<file path="src/rtl/gpio_pkg.sv">
package gpio_pkg;
  localparam logic [7:0] OFS_DIR = 8'h00;
  localparam logic [7:0] OFS_ODR = 8'h04;
  localparam logic [7:0] OFS_DAT = 8'h08;
  localparam logic [7:0] OFS_EVT = 8'h0C;
  localparam logic [7:0] OFS_MSK = 8'h10;
  localparam logic [7:0] OFS_CTL = 8'h14;

  typedef struct packed {
    logic dir;
    logic odr;
    logic dat;
    logic evt;
    logic msk;
    logic ctl;
  } sel_t;
endpackage

</file>
<file path="src/rtl/gpio_bus_decode.sv">
module gpio_bus_decode
  import gpio_pkg::*;
#(
  parameter int AW = 8
) (
  input  logic          en,
  input  logic          wr,
  input  logic          full,
  input  logic [AW-1:0] addr,
  output sel_t          wr_hit,
  output sel_t          rd_hit,
  output logic          rd_en
);
  sel_t hit;

  always_comb begin
    hit.dir = (addr == AW'(OFS_DIR));
    hit.odr = (addr == AW'(OFS_ODR));
    hit.dat = (addr == AW'(OFS_DAT));
    hit.evt = (addr == AW'(OFS_EVT));
    hit.msk = (addr == AW'(OFS_MSK));
    hit.ctl = (addr == AW'(OFS_CTL));
  end

  assign wr_hit = (en && wr && full) ? hit : '0;
  assign rd_hit = (en && !wr && full) ? hit : '0;
  assign rd_en  = en && !wr;
endmodule

</file>
<file path="src/rtl/gpio_in_sync.sv">
module gpio_in_sync #(
  parameter int W = 32
) (
  input  logic         clk,
  input  logic         rst_n,
  input  logic [W-1:0] d,
  output logic [W-1:0] q,
  output logic [W-1:0] q_prev
);
  logic [W-1:0] meta_q;

  always_ff @(posedge clk or negedge rst_n) begin
    if (!rst_n) begin
      meta_q <= '0;
      q      <= '0;
      q_prev <= '0;
    end else begin
      meta_q <= d;
      q      <= meta_q;
      q_prev <= q;
    end
  end
endmodule

</file>
<file path="src/rtl/gpio_evt_capture.sv">
module gpio_evt_capture #(
  parameter int W = 32
) (
  input  logic         clk,
  input  logic         rst_n,
  input  logic [W-1:0] cur,
  input  logic [W-1:0] prev,
  input  logic [W-1:0] dir,
  input  logic [W-1:0] ctl,
  input  logic [W-1:0] clr,
  output logic [W-1:0] evt_q
);
  logic [W-1:0] set_v;

  for (genvar b = 0; b < W; b++) begin : g_bit
    logic chg, fall;
    assign chg      = cur[b] ^ prev[b];
    assign fall     = prev[b] & ~cur[b];
    assign set_v[b] = ~dir[b] & (ctl[b] ? fall : chg);
  end

  always_ff @(posedge clk or negedge rst_n) begin
    if (!rst_n) evt_q <= '0;
    else        evt_q <= (evt_q & ~clr) | set_v;
  end

  // a bit only falls when a one was written to it
  p_clear_only_w1c_r8: assert property (@(posedge clk) disable iff (!rst_n)
    1'b1 |=> ((($past(evt_q) & ~evt_q) & ~$past(clr)) == '0));

  // an edge seen in a cycle is held even under a simultaneous clear
  p_set_wins_r9: assert property (@(posedge clk) disable iff (!rst_n)
    1'b1 |=> ((evt_q & $past(set_v)) == $past(set_v)));

  // no new event on a pin configured as output
  p_out_noevt_r5: assert property (@(posedge clk) disable iff (!rst_n)
    1'b1 |=> ((evt_q & ~$past(evt_q) & $past(dir)) == '0));
endmodule

</file>
<file path="src/rtl/gpio_irq_ctrl.sv">
module gpio_irq_ctrl
  import gpio_pkg::*;
#(
  parameter int AW   = 8,
  parameter int NPIN = 32
) (
  input  logic            clk,
  input  logic            rst_n,
  input  logic            req_en,
  input  logic            req_wr,
  input  logic            req_full,
  input  logic [AW-1:0]   req_addr,
  input  logic [NPIN-1:0] req_wdata,
  output logic            rsp_valid,
  output logic [NPIN-1:0] rsp_rdata,
  input  logic [NPIN-1:0] pin_in,
  output logic [NPIN-1:0] pin_out,
  output logic [NPIN-1:0] pin_oe,
  output logic            irq
);
  localparam int MSB = NPIN - 1;

  sel_t wr_hit, rd_hit;
  logic rd_en;

  logic [NPIN-1:0] dir_q, odr_q, msk_q, ctl_q, out_q;
  logic [NPIN-1:0] pin_rv, syn, syn_prev, evt_q, evt_clr, dat_v, rd_mux;

  gpio_bus_decode #(.AW(AW)) u_dec (
    .en(req_en), .wr(req_wr), .full(req_full), .addr(req_addr),
    .wr_hit(wr_hit), .rd_hit(rd_hit), .rd_en(rd_en)
  );

  // pin n <-> register bit MSB-n
  for (genvar n = 0; n < NPIN; n++) begin : g_map
    assign pin_rv[MSB-n] = pin_in[n];
    assign pin_out[n]    = out_q[MSB-n];
    assign pin_oe[n]     = dir_q[MSB-n];
  end

  gpio_in_sync #(.W(NPIN)) u_sync (
    .clk(clk), .rst_n(rst_n), .d(pin_rv), .q(syn), .q_prev(syn_prev)
  );

  assign evt_clr = wr_hit.evt ? req_wdata : '0;

  gpio_evt_capture #(.W(NPIN)) u_evt (
    .clk(clk), .rst_n(rst_n), .cur(syn), .prev(syn_prev),
    .dir(dir_q), .ctl(ctl_q), .clr(evt_clr), .evt_q(evt_q)
  );

  always_ff @(posedge clk or negedge rst_n) begin
    if (!rst_n) begin
      dir_q <= '0;
      odr_q <= '0;
      msk_q <= '0;
      ctl_q <= '0;
      out_q <= '0;
    end else begin
      if (wr_hit.dir) dir_q <= req_wdata;
      if (wr_hit.odr) odr_q <= req_wdata;
      if (wr_hit.msk) msk_q <= req_wdata;
      if (wr_hit.ctl) ctl_q <= req_wdata;
      if (wr_hit.dat) out_q <= (dir_q & req_wdata) | (~dir_q & out_q);
    end
  end

  assign dat_v = (dir_q & out_q) | (~dir_q & syn);

  always_comb begin
    rd_mux = '0;
    if (rd_hit.dir) rd_mux = dir_q;
    if (rd_hit.odr) rd_mux = odr_q;
    if (rd_hit.dat) rd_mux = dat_v;
    if (rd_hit.evt) rd_mux = evt_q;
    if (rd_hit.msk) rd_mux = msk_q;
    if (rd_hit.ctl) rd_mux = ctl_q;
  end

  always_ff @(posedge clk or negedge rst_n) begin
    if (!rst_n) begin
      rsp_valid <= 1'b0;
      rsp_rdata <= '0;
    end else begin
      rsp_valid <= rd_en;
      rsp_rdata <= rd_en ? rd_mux : '0;
    end
  end

  assign irq = |(evt_q & msk_q);

  // pins hold unless a data write arrives
  p_out_hold_r4: assert property (@(posedge clk) disable iff (!rst_n)
    !(req_en && req_wr && req_full && req_addr == AW'(OFS_DAT)) |=> $stable(pin_out));

  // a narrow read returns zero
  p_narrow_rd_zero_r2: assert property (@(posedge clk) disable iff (!rst_n)
    (req_en && !req_wr && !req_full) |=> (rsp_rdata == '0));

  // every read gets its response one cycle later
  p_rsp_timing_r1: assert property (@(posedge clk) disable iff (!rst_n)
    (req_en && !req_wr) |=> rsp_valid);

  // a write to an unmapped offset leaves direction and mask unchanged
  p_unmapped_wr_r3: assert property (@(posedge clk) disable iff (!rst_n)
    (req_en && req_wr && req_addr > AW'(OFS_CTL)) |=> ($stable(dir_q) && $stable(msk_q)));
endmodule

</file>
<file path="config.mk">
export PLATFORM = sky130hd
export DESIGN_NAME = gpio_irq_ctrl
export DESIGN_NICKNAME = d
export VERILOG_FILES = /design/src/rtl/gpio_pkg.sv /design/src/rtl/gpio_bus_decode.sv /design/src/rtl/gpio_in_sync.sv /design/src/rtl/gpio_evt_capture.sv /design/src/rtl/gpio_irq_ctrl.sv
export SDC_FILE = /design/constraint.sdc
export NUM_CORES = 1
export LEC_CHECK = 0
export ABC_AREA = 0
export CAP_MARGIN = 30
export CORE_MARGIN = 4
export CORE_UTILIZATION = 50
export DETAILED_ROUTE_END_ITERATION = 10
export DONT_BUFFER_PORTS = 1
export GPL_TIMING_DRIVEN = 1
export SLEW_MARGIN = 10
export SYNTH_ARGS = -nofsm -noshare
export SYNTH_HDL_FRONTEND = slang
export SYNTH_HIERARCHICAL = 1
export SYNTH_SLANG_ARGS = --single-unit
</file>
<file path="constraint.sdc">
create_clock -name clk -period 3.47 [get_ports clk]
set_input_delay 0 -clock clk [delete_from_list [all_inputs] [get_ports clk]]
set_output_delay 0 -clock clk [all_outputs]
set_load 0.02 [all_outputs]
</file>
======== Word-level counts from Yosys, hierarchy flattened ========
Index checks and enable logic that the tools add are counted.
operators by class
  shift operators ......................... 0
  add/subtract/negate cells ............... 0
  divide/modulo/power cells ............... 0
  equal/unequal tests ..................... 5
  multiply operators ...................... 0
  $lt $le $gt $ge ......................... 0
  muxes and demuxes ....................... 42
  bitwise gates (word level) .............. 171
  reductions and logical operators ........ 7
operators with widths
  cell                                                             count
  32-bit 2-to-1 mux                                                8
  32-bit AND                                                       6
  32-bit bitwise OR                                                3
  1-bit AND                                                        64
  1-bit inverter                                                   64
  32-bit inverter                                                  2
  1-bit 2-to-1 mux                                                 32
  32-bit OR reduction                                              1
  1-bit bitwise XOR                                                32
  8-bit by 4-bit == test with 1-bit output, second input constant  2
  8-bit by 5-bit == test with 1-bit output, second input constant  2
  6-bit 2-to-1 mux                                                 2
  8-bit by 3-bit == test with 1-bit output, second input constant  1
  8-bit zero test                                                  1
  1-bit logical AND                                                4
  1-bit zero test                                                  1
word-level totals
  latch bits .............................. 0
  output and inout bits ................... 98
  memories kept ........................... 0
  input bits .............................. 77
  register bits after elaboration ......... 321
  RAM bits ................................ 0
  memory bits (read-only) ................. 0
  word-level logic and storage cells ...... 236

======== Logic depth before layout (Yosys ltp) ========
  depth after elaboration ................. 11
  mapped depth ............................ 9
  depth with buffers taken out ............ 5

======== Hierarchy ========
Netlist, hierarchy kept.
by module, submodules not included
  module            area an instance (um2)  cells an instance  seq. area each (um2)  instances
  gpio_irq_ctrl     9044.9                  706                4829.6                1
  gpio_evt_capture  2602.5                  224                800.8                 1
  gpio_in_sync      2402.3                  96                 2402.3                1
  gpio_bus_decode   200.2                   27                 0.0                   1

======== Least setup slack after synthesis ========
No wires, ideal clock.
  kind .................................... input -> register
  start point ............................. in req_addr[1]
  end point ............................... reg rsp_rdata[11]
  data required time ...................... 3.349 ns
  buffers on the path ..................... 4
  setup slack ............................. 1.392 ns
  library setup time ...................... 0.121 ns
  arrival time ............................ 1.957 ns
  stages on the path ...................... 9
  cell sequence ........................... or4_4 > buf_6 > nor4b_2 > buf_2 > nor2b_1 > buf_2 > clkbuf_1 > a221o_1 > a22o_1
RTL lines
  what                    RTL line             RTL
  start: declaration      gpio_irq_ctrl.sv:12  input logic [AW-1:0] req_addr,
  end signal: assignment  gpio_irq_ctrl.sv:86  rsp_rdata <= rd_en ? rd_mux : '0;
  end: declaration        gpio_irq_ctrl.sv:15  output logic [NPIN-1:0] rsp_rdata,

======== Worst setup path after layout ========
  start point ............................. in req_wr
  end point ............................... reg rsp_rdata[6]
on the way
  cells in the longest elaborated chain, start to end .. 11
ends and longest elaborated chain
  what                 RTL line               RTL
  start: declaration   gpio_irq_ctrl.sv:10    input logic req_wr,
  1-bit zero test *    gpio_bus_decode.sv:27  assign rd_en = en && !wr;
  1-bit logical AND *  gpio_bus_decode.sv:27
  net rd_en            gpio_irq_ctrl.sv:24    logic rd_en;
  1-bit logical AND    gpio_bus_decode.sv:26  assign rd_hit = (en && !wr && full) ? hit : '0;
  6-bit 2-to-1 mux     gpio_bus_decode.sv:26
  32-bit 2-to-1 mux    gpio_irq_ctrl.sv:72    if (rd_hit.dir) rd_mux = dir_q;
  32-bit 2-to-1 mux    gpio_irq_ctrl.sv:73    if (rd_hit.odr) rd_mux = odr_q;
  32-bit 2-to-1 mux    gpio_irq_ctrl.sv:74    if (rd_hit.dat) rd_mux = dat_v;
  32-bit 2-to-1 mux    gpio_irq_ctrl.sv:75    if (rd_hit.evt) rd_mux = evt_q;
  32-bit 2-to-1 mux    gpio_irq_ctrl.sv:76    if (rd_hit.msk) rd_mux = msk_q;
  32-bit 2-to-1 mux    gpio_irq_ctrl.sv:77    if (rd_hit.ctl) rd_mux = ctl_q;
  32-bit 2-to-1 mux *  gpio_irq_ctrl.sv:86
The timed path passes the listed nets; every way through them passes the cells marked *.
A chain may end at the register's enable or synchronous reset.

==> run_results.csv <==
group,metric,value,unit
routing,wl,35.3,mm
worst_setup_path,r2r_start,"dir_q[28]$_DFFE_PN0P_",
worst_setup_path,critPathKind,"in -> reg",
flow_run,max-cap-violations,0,
timing,slew_headroom,0.0124,
global_routing,grt.overflow.total,0,
layout,design_area,16500,µm²
synth,synth_warnings,6,
timing,fin_crit_sh,0.700,
synth,syn_inst,1053,
min_path,hold_path.class,"in -> async",
die,coreArea,27900,µm²
placed_design,place_area,14700,µm²
timing,tightest_slew,1.48,ns
die,die_h,177,µm
cts,clk_path_buf_depth,3,
global_routing,antenna_found_initial,0,
worst_setup_path,crit_path_end_kind,"flop",
placed_design,place_ws,0.857,ns
cts,cts_made_buffers,35,
timing,maxSlewViolCount,0,
worst_setup_path,critPathArrivalTime,2.86,ns
timing,tns,0,ns
synth,seq_area_frac_synth,0.564,
timing,worst_slack,1.04,ns
status,status,"complete, but fails checks",
placed_design,io_buffers,0,
routing,drt-wirelength-per-cell,23.2,µm
routing,drt_iter0_markers,562,
die,rows,61,
die,die_w,177,µm
routing,num_vias,8764,
worst_setup_path,cp-start-kind,"primary input",
power,power.density,477,nW/µm²
worst_setup_path,rr_worst_depth,3,
cts,h-tree-depth,2,
power,p_leak,7.70,nW
global_routing,grt_usage,0.229,
die,boundaryPins,175,
timing,hold_viol_final,321,
global_routing,grt_max_degree,322,
layout,multi_input_area,5790,µm²
timing,setup_viol,0,
timing,period_needed,2.43,ns
power,peakVddDrop,0.438,mV
layout,ff_latch_area,8030,µm²
worst_setup_path,cp_cell_sequence,"dlygate4sd3_1 > nor2b_1 > dlygate4sd3_1 > buf_4 > nand2b_1 > a2111oi_0 > a22o_1",
layout,drive_above_1_share,0.133,
status,violations,"hold timing",
worst_setup_path,max_stage_delay,0.64,ns
synth,synth_seq_cells,321,
synth,synth_nets,1162,
timing,fmax,412,MHz
placed_design,gp_congestion,0.799,
cts,cts_tree,"built",
worst_setup_path,timing.critical_path.mode_cell,"dlygate4sd3_1",
routing,ant_nets,0,
worst_setup_path,crit_cells,7,
cts,clock_latency,0.50,ns
layout,nets,1232,
worst_setup_path,crit_slowest_cell,"a2111oi_0",
timing,rsz0062_at_grt,"false",
cts,clockRootBuffer,"clkbuf_16",
worst_setup_path,rr_endpoint,"rsp_rdata[28]$_DFF_PN0_",
cts,cts_sinks,321,
layout,syn2layout_area_growth,16.1,%
cts,cts_setup_buffers,0,
layout,n_antenna_cell,0,
timing,fin_skew,0.00815,ns
worst_setup_path,cp_max_fo,20,
routing,remaining_drc_errors,0,
synth,synth_cell_type_count,37,
cts,cts.clk_slew.worst_paths,0.06,ns
routing,via_per_inst,5.77,
die,start_util,0.510,
worst_setup_path,r2r_setup_slack,1.87,ns
global_routing,grt_pass1_vias,9226,
worst_setup_path,cp_top_family,"buffers and inverters",
timing,fin_hold_ws,-0.790,ns
global_routing,grt_pass1_wl,55.7,mm
layout,nFillCells,2305,
cts,cts-hold-fix-buffers,67,
die,dieArea,31300,µm²
routing,first_pass_iters,5,
placed_design,dpl.hpwl,22.6,mm
worst_setup_path,cp_num_buf_inv,3,
synth,syn-cell-area,14200,µm²
worst_setup_path,cp.required,3.90,ns
synth,syn_area_per_cell,13.5,µm²
## synthesized netlist by cell type, drive strengths merged
library cell	instances	area share
a2111oi	20	0.012
a211o	1	0.00061
a21oi	36	0.013
a221o	31	0.022
a22o	20	0.012
a22oi	16	0.0084
and2	33	0.014
and3b	1	0.00061
buf	23	0.0088
clkbuf	34	0.0090
dfrtp	321	0.56
ha	32	0.028
inv	66	0.017
mux2	160	0.13
mux2i	32	0.022
nand2	33	0.0087
nand2b	4	0.0018
nand3b	13	0.0068
nand4	4	0.0018
nand4bb	2	0.0016
nor2	1	0.00026
nor2b	86	0.055
nor3	2	0.00070
nor3b	21	0.011
nor4	8	0.0035
nor4b	2	0.0021
o221ai	12	0.0074
o32ai	32	0.037
or2	2	0.00088
or3	1	0.00079
or4	3	0.0018
or4b	1	0.00070
## report_power, final
part	total [mW]	switching, mW	internal [mW]	leakage, nW
sequential	3.89	0.0630	3.82	4.09
clock	3.73	1.43	2.30	0.565
combinational	0.282	0.142	0.139	3.05
## kinds of logic after synthesis
logic type	after synthesis	synth area share
mux	192	0.149
compound gates	168	0.112
fa+ha+maj	32	0.0281
buf+inv	123	0.0351
flops	321	0.564
simple gates	217	0.112
## per-layer routing
metal | share of wire | track usage
met1 | 0.44 | 0.317
met2 | 0.48 | 0.371
met3 | 0.060 | 0.0515
met4 | 0.019 | 0.0535
met5 | 0 | 0
## final cells by class
cell class | count | share of cell area
Clock buffer | 51 | 0.0634
Multi-Input combinational cell | 609 | 0.350
Timing Repair Buffer | 90 | 0.0519
Clock inverter | 5 | 0.00605
Tap cell | 378 | 0.0286
Sequential cell | 321 | 0.485
Inverter | 66 | 0.0150
## worst register-to-register path, stage by stage (launching register included)
cell	delay [ns]
dfrtp_1	0.62
mux2i_1	0.26
a2111oi_0	0.48
a22o_1	0.19
## cells in the final DEF (no fill, tap or decap), types with 4 or more instances in the layout
cell type      count
a2111oi_0         20
buf_4             21
nor4_2             7
a21oi_1           36
nor2b_4           32
a22o_1            20
mux2i_1           32
o221ai_1          12
clkbuf_16         37
dfrtp_1          321
dlygate4sd3_1     67
nand3b_1          13
o32ai_2           32
ha_1              32
clkbuf_8           7
and2_1            33
nor3b_1           20
nand2b_1           4
clkbuf_1           7
nand2_1           33
mux2_1           160
a22oi_1           16
a221o_1           31
inv_1             66
nand4_1            4
nor2b_1           53
## flip-flops by register name, indices dropped and copies added (netlist names), named ones only
signal,cells
ctl_q,32
odr_q,32
u_sync/q_prev,32
dir_q,32
u_sync/q,32
u_evt/evt_q,32
u_sync/meta_q,32
msk_q,32
rsp_rdata,32
rsp_valid,1
## worst max path at each step
stage / from / to / slack, ns
floorplan: req_addr[1] / rsp_rdata[11]$_DFF_PN0_ / 1.39
global placement: req_addr[3] / rsp_rdata[30]$_DFF_PN0_ / 0.85
detailed placement: req_addr[3] / rsp_rdata[30]$_DFF_PN0_ / 0.86
CTS: req_wr / rsp_rdata[6]$_DFF_PN0_ / 1.14
global route: req_wr / rsp_rdata[6]$_DFF_PN0_ / 0.90
finish: req_wr / rsp_rdata[6]$_DFF_PN0_ / 1.04
## through the flow
step	power [mW]	util	instances
after global routing	8.20	0.592	1520
after global placement	4.14	0.526	1395
final	7.90	0.592	1520
after floorplan	4.09	-	1053
after CTS	8.00	0.592	1519
after detailed placement	4.15	0.527	1396
## timing repair
action / in CTS / in global routing
resized for setup: 0 / 0
endpoints found under the setup margin: 0 / 0
endpoints found under the hold margin: 558 / 321
Note: power is estimated with default switching activity, not from simulation.
